`src/rtl/cfg_gate_pkg.sv`:
```
package cfg_gate_pkg;
    localparam int ID_W  = 8;
    localparam int PAY_W = 24;
    localparam int PKT_W = ID_W + PAY_W;

    typedef enum logic [1:0] {
        KIND_CHECK  = 2'd0,
        KIND_CONFIG = 2'd1,
        KIND_OTHER  = 2'd2
    } pkt_kind_e;

    typedef struct packed {
        logic [PAY_W-1:0] sum;
        logic             en;
    } gate_state_t;
endpackage

```
`src/rtl/cfg_pkt_classify.sv`:
```
module cfg_pkt_classify
    import cfg_gate_pkg::*;
#(
    parameter logic [ID_W-1:0] CFG_ID_MAX = 8'h1F
) (
    input  logic [PKT_W-1:0] word_i,
    output pkt_kind_e        kind_o,
    output logic [PAY_W-1:0] payload_o
);
    logic [ID_W-1:0] id;

    always_comb begin
        id        = word_i[PKT_W-1:PAY_W];
        payload_o = word_i[PAY_W-1:0];
        if (id == '0) begin
            kind_o = KIND_CHECK;
        end else if (id <= CFG_ID_MAX) begin
            kind_o = KIND_CONFIG;
        end else begin
            kind_o = KIND_OTHER;
        end
    end
endmodule

```
`src/rtl/cfg_sum_state.sv`:
```
module cfg_sum_state
    import cfg_gate_pkg::*;
(
    input  logic             clk,
    input  logic             rst_n,
    input  logic             valid_i,
    input  pkt_kind_e        kind_i,
    input  logic [PAY_W-1:0] payload_i,
    output logic             en_o
);
    gate_state_t state_d, state_q;

    always_comb begin
        state_d = state_q;
        if (valid_i) begin
            unique case (kind_i)
                KIND_CHECK: begin
                    if (!state_q.en && payload_i == state_q.sum) begin
                        state_d.en = 1'b1;
                    end
                end
                KIND_CONFIG: begin
                    state_d.sum = state_q.sum ^ payload_i;
                    state_d.en  = 1'b0;
                end
                default: begin
                    state_d.en = 1'b0;
                end
            endcase
        end
    end

    always_ff @(posedge clk or negedge rst_n) begin
        if (!rst_n) begin
            state_q <= '0;
        end else begin
            state_q <= state_d;
        end
    end

    assign en_o = state_q.en;

    assert_idle_hold_R9: assert property (@(posedge clk) disable iff (!rst_n)
        !valid_i |=> $stable(state_q));

    assert_ck_match_R3: assert property (@(posedge clk) disable iff (!rst_n)
        valid_i && kind_i == KIND_CHECK && !state_q.en && payload_i == state_q.sum |=> state_q.en);

    assert_ck_miss_R3: assert property (@(posedge clk) disable iff (!rst_n)
        valid_i && kind_i == KIND_CHECK && !state_q.en && payload_i != state_q.sum
        |=> !state_q.en && $stable(state_q.sum));

    assert_ck_enabled_R4: assert property (@(posedge clk) disable iff (!rst_n)
        valid_i && kind_i == KIND_CHECK && state_q.en |=> $stable(state_q));

    assert_other_lock_R5: assert property (@(posedge clk) disable iff (!rst_n)
        valid_i && kind_i == KIND_OTHER |=> !state_q.en && $stable(state_q.sum));

    assert_cfg_fold_R2: assert property (@(posedge clk) disable iff (!rst_n)
        valid_i && kind_i == KIND_CONFIG |=> state_q.sum == ($past(state_q.sum) ^ $past(payload_i)));
endmodule

```
`src/rtl/cfg_read_gate.sv`:
```
module cfg_read_gate
    import cfg_gate_pkg::*;
#(
    parameter logic [ID_W-1:0] PART_ID = 8'h3F
) (
    input  logic            en_i,
    input  logic [ID_W-1:0] rd_id_i,
    output logic            allow_o
);
    always_comb begin
        allow_o = en_i || (rd_id_i == PART_ID);
        assert_gate_block_R7: assert (en_i || rd_id_i == PART_ID || !allow_o);
    end
endmodule

```
`src/rtl/cfg_gate_top.sv`:
```
module cfg_gate_top
    import cfg_gate_pkg::*;
#(
    parameter logic [ID_W-1:0] CFG_ID_MAX = 8'h1F,
    parameter logic [ID_W-1:0] PART_ID    = 8'h3F
) (
    input  logic             clk,
    input  logic             rst_n,
    input  logic             pkt_valid,
    input  logic [PKT_W-1:0] pkt_word,
    input  logic [ID_W-1:0]  rd_pkt_id,
    output logic             dec_enable,
    output logic             rd_allow
);
    pkt_kind_e        kind;
    logic [PAY_W-1:0] payload;

    cfg_pkt_classify #(.CFG_ID_MAX(CFG_ID_MAX)) u_classify (
        .word_i    (pkt_word),
        .kind_o    (kind),
        .payload_o (payload)
    );

    cfg_sum_state u_state (
        .clk       (clk),
        .rst_n     (rst_n),
        .valid_i   (pkt_valid),
        .kind_i    (kind),
        .payload_i (payload),
        .en_o      (dec_enable)
    );

    cfg_read_gate #(.PART_ID(PART_ID)) u_gate (
        .en_i    (dec_enable),
        .rd_id_i (rd_pkt_id),
        .allow_o (rd_allow)
    );

    assert_cfg_lock_R2: assert property (@(posedge clk) disable iff (!rst_n)
        pkt_valid && pkt_word[31:24] != 8'h00 && pkt_word[31:24] <= CFG_ID_MAX |=> !dec_enable);

    assert_zero_keep_R6: assert property (@(posedge clk) disable iff (!rst_n)
        pkt_valid && pkt_word == 32'h0 && dec_enable |=> dec_enable);
endmodule

```
`config.mk`:
```
export PLATFORM = sky130hd
export DESIGN_NAME = cfg_gate_top
export DESIGN_NICKNAME = d
export VERILOG_FILES = /design/src/rtl/cfg_gate_pkg.sv /design/src/rtl/cfg_pkt_classify.sv /design/src/rtl/cfg_sum_state.sv /design/src/rtl/cfg_read_gate.sv /design/src/rtl/cfg_gate_top.sv
export SDC_FILE = /design/constraint.sdc
export NUM_CORES = 1
export LEC_CHECK = 0
export BUFFER_PORTS_ARGS = -buffer_cell sky130_fd_sc_hd__buf_2
export CORE_MARGIN = 10
export CORE_UTILIZATION = 45
export DETAILED_ROUTE_END_ITERATION = 8
export HOLD_SLACK_MARGIN = 0.02
export PLACE_DENSITY = 0.78
export SETUP_SLACK_MARGIN = 0.02
export SYNTH_ARGS = -nofsm -noshare
export SYNTH_HDL_FRONTEND = slang
export SYNTH_SLANG_ARGS = --single-unit
```
`constraint.sdc`:
```
create_clock -name clk -period 4.1 [get_ports clk]
set_clock_uncertainty 0.1 [all_clocks]
set_input_delay 0.205 -clock clk [delete_from_list [all_inputs] [get_ports clk]]
set_output_delay 0.205 -clock clk [all_outputs]
set_load 0.1 [all_outputs]
```
==> impl_results.rst <==
.. list-table::
   :header-rows: 1

   * - Metric
     - Value
   * - Global-route wire length before repair
     - 4980 um
   * - Category of cells accounting for the largest share of critical-path delay
     - simple AND/OR/NAND/NOR gates
   * - Cell at the slowest stage of the critical path
     - sky130_fd_sc_hd__dfrtp_1
   * - Post-route antenna net violation count
     - 0
   * - Total of flip-flops plus latches after synthesis
     - 25
   * - WL final
     - 2760 um
   * - Class of the tightest hold or removal check
     - in2reg
   * - Number of gates given a new drive strength after cts
     - 0
   * - Yosys warning count
     - 0
   * - Maximum resistive drop on vdd
     - 0.331 mV
   * - Full die area
     - 5440 um^2
   * - Stage delay of the slowest cell on the critical path
     - 430 ps
   * - Final routed DRC violation total
     - 0
   * - Layout overhead on the synthesized area
     - 21.0%
   * - DP Area
     - 1540 um^2
   * - Quantity of I/O buffers inserted on ports
     - 44
   * - Setup Viol. Count Final
     - 0
   * - Hpwl dp
     - 2330 um
   * - Data arrival time of the critical path
     - 1700 ps
   * - Area of all placed cells without fillers
     - 1570 um^2
   * - Starting Density
     - 47.2%
   * - Maximum number of pins on one net before global-route repair
     - 26
   * - Post-layout min period
     - 1590 ps
   * - Die X-Extent
     - 73.8 um
   * - Total gr overflow
     - 0
   * - Net count reported at finish
     - 208
   * - Synth Net Count
     - 160
   * - Worst Setup Path Type
     - reg2reg
   * - CP max FO
     - 2
   * - Share of layout cells above drive strength 1
     - 31.1%
   * - Number of violations reported at the end of detailed-routing iteration 0
     - 28
   * - Critical path launch point type
     - flop
   * - Vias
     - 942
   * - Number of fill cells in the layout
     - 251
   * - Final hold viol count
     - 0
   * - Via-to-Cell Ratio
     - 4.83
   * - Part of the cycle the worst path needs
     - 38.7%
   * - Crit-path cells
     - xor2_1 > nor4_1 > nand3_1 > o41ai_2
   * - Clock tree from TritonCTS
     - done
   * - Worst-case clock buffer depth
     - 2
   * - Static leakage power
     - 0.696 nW
   * - Run status
     - finished, final reports clean
   * - PD cells
     - 532 nW/um^2
   * - Worst setup EP type
     - flop
   * - Unique masters post-synth
     - 17
   * - GP Congestion
     - 0.719
   * - Root Driver
     - sky130_fd_sc_hd__clkbuf_4
   * - Worst slew slack as a fraction of its limit
     - 63.3%
   * - Storage element area
     - 626 um^2
   * - N_diodes
     - 0
   * - Clock-pin slew reported for the worst setup and hold paths after clock tree synthesis
     - 130 ps
   * - Number of max-capacitance violations reported
     - 0
   * - Per-instance average area after synthesis
     - 11.1 um^2
   * - Total buffers and inverters traversed by the critical path
     - 0
   * - Core region area
     - 2760 um^2
   * - Area of combinational cells with multiple inputs
     - 653 um^2
   * - Tot GR Track Use
     - 11.2%
   * - Via count of the first global-routing pass
     - 1152
   * - Cell area after technology mapping
     - 1300 um^2
   * - Setup repair after global routing missed its margin
     - false
   * - Sequential element share of the synthesized area
     - 48.1%
   * - Pre-antenna DRT Iters
     - 4
   * - Achievable clock frequency
     - 630 MHz
   * - Number of antenna violations at the first check in global routing
     - 0
   * - Clock sink count
     - 25
   * - Die Height
     - 73.8 um
   * - Register-to-register path setup slack
     - 2510 ps
   * - H-tree Lvls
     - 1
   * - Sum of negative setup slack
     - 0 ps
   * - TritonCTS Buffers
     - 3
   * - Insertion delay to the later sink of the worst-skew pair
     - 300 ps
   * - Crit path required time
     - 4210 ps
   * - Number of primary I/O pins
     - 45
   * - Standard-cell rows
     - 19
   * - Final max-slew violation count
     - 0
   * - Actual transition at the worst max-transition pin
     - 550 ps
   * - Routed WL per cell
     - 14.1 um
   * - Post-synthesis cell count
     - 117
[report_power, final]
group          internal [W]  switching [W]
registers          0.000366       0.000109
logic              0.000164      0.0000936
clock network     0.0000379      0.0000674
total              0.000567       0.000270
[flip-flops by register name, summed over array words and instances (netlist names)]
signal	cells
u_state.en_o	1
u_state.state_q	24
[stage by stage]
step / hold slack (ps) / worst slack, ps / power [W] / utilization [%] / std cells
global route: 39.6 / 2400 / 0.000908 / 57.1 / 195
detailed placement: 124 / 2420 / 0.000740 / 55.8 / 190
global placement: 119 / 2480 / 0.000720 / 55.8 / 190
CTS: 45.2 / 2500 / 0.000848 / 57.1 / 195
finish: 51.0 / 2510 / 0.000837 / 57.1 / 195
floorplan: -191 / 2090 / 0.000663 / - / 117
[kinds of logic (layout without fill, tap and decap cells)]
| family | after synthesis | after routing | share of synthesized area (%) |
|---|---|---|---|
| buf+inv | 2 | 49 | 1.73 |
| xor+xnor | 48 | 48 | 32.3 |
| compound gates | 4 | 4 | 4.33 |
| simple gates | 38 | 38 | 13.6 |
| flops | 25 | 25 | 48.1 |
[path summary, 6_finish.rpt]
kind	from	end	cells past startpoint
setup / recovery	u_state.state_q[6]	u_state.en_o	4
min in group asynchronous	rst_n	u_state.state_q[5]	2
setup reg to reg	u_state.state_q[6]	u_state.en_o	4
hold reg to reg	u_state.state_q[16]	u_state.state_q[16]	1
hold / removal	pkt_word[20]	u_state.state_q[21]	3
max in group asynchronous	rst_n	u_state.state_q[1]	2
[synthesized netlist by cell type]
master / instances / share of area (%)
sky130_fd_sc_hd__a41o_1: 1 / 0.77
sky130_fd_sc_hd__or3_1: 1 / 0.48
sky130_fd_sc_hd__o41ai_2: 1 / 1.3
sky130_fd_sc_hd__nor4_1: 3 / 1.4
sky130_fd_sc_hd__and4_1: 1 / 0.67
sky130_fd_sc_hd__nor3_1: 2 / 0.77
sky130_fd_sc_hd__xor2_1: 15 / 10
sky130_fd_sc_hd__nor2_1: 1 / 0.29
sky130_fd_sc_hd__nand4_1: 3 / 1.4
sky130_fd_sc_hd__xnor2_1: 33 / 22
sky130_fd_sc_hd__buf_6: 2 / 1.7
sky130_fd_sc_hd__nand2_1: 25 / 7.2
sky130_fd_sc_hd__dfrtp_1: 25 / 48
sky130_fd_sc_hd__or4_4: 1 / 0.87
sky130_fd_sc_hd__nand3_1: 1 / 0.38
sky130_fd_sc_hd__o211a_4: 1 / 1.3
sky130_fd_sc_hd__o31ai_2: 1 / 0.96
[layer usage]
layer | global-route usage, % | vias up | share of wire (%) | wire, um
li1 | - | 473 | - | -
met1 | 13.1 | 439 | 40 | 1110
met2 | 18.8 | 28 | 50 | 1390
met3 | 4.31 | 2 | 8.4 | 232
met4 | 2.48 | 0 | 0.69 | 19
met5 | 0 | - | 0 | 0
[cell type report]
| cell class | instances | share of cell area (%) |
|---|---|---|
| well taps | 31 | 2.46 |
| multi-input cells | 90 | 41.5 |
| repair buffers | 45 | 14.6 |
| clock buffers | 4 | 1.67 |
| flip-flops and latches | 25 | 39.7 |
[tightest hold or removal path: cells and delay by family]
kind	cells	cell delay, ps
simple gates	1	60
buf+inv	1	110
xor+xnor	1	60
[repair_timing]
action / 4_1_cts / 5_1_grt
hold endpoints to repair: 25 / 0
setup buffers: 0 / 0
hold buffers: 1 / 0
[layout by cell type, fill, tap and decap left out, drive strengths merged]
cell and n:
buf 44, xnor2 33, nand2 25, dfrtp 25, xor2 15, clkbuf 4
nor4 3, nand4 3, nor3 2, nor2 1, and4 1, a41o 1
or4 1, o211a 1, nand3 1, or3 1, o31ai 1, o41ai 1
dlygate4sd3 1
(Power assumes the default switching activity.)
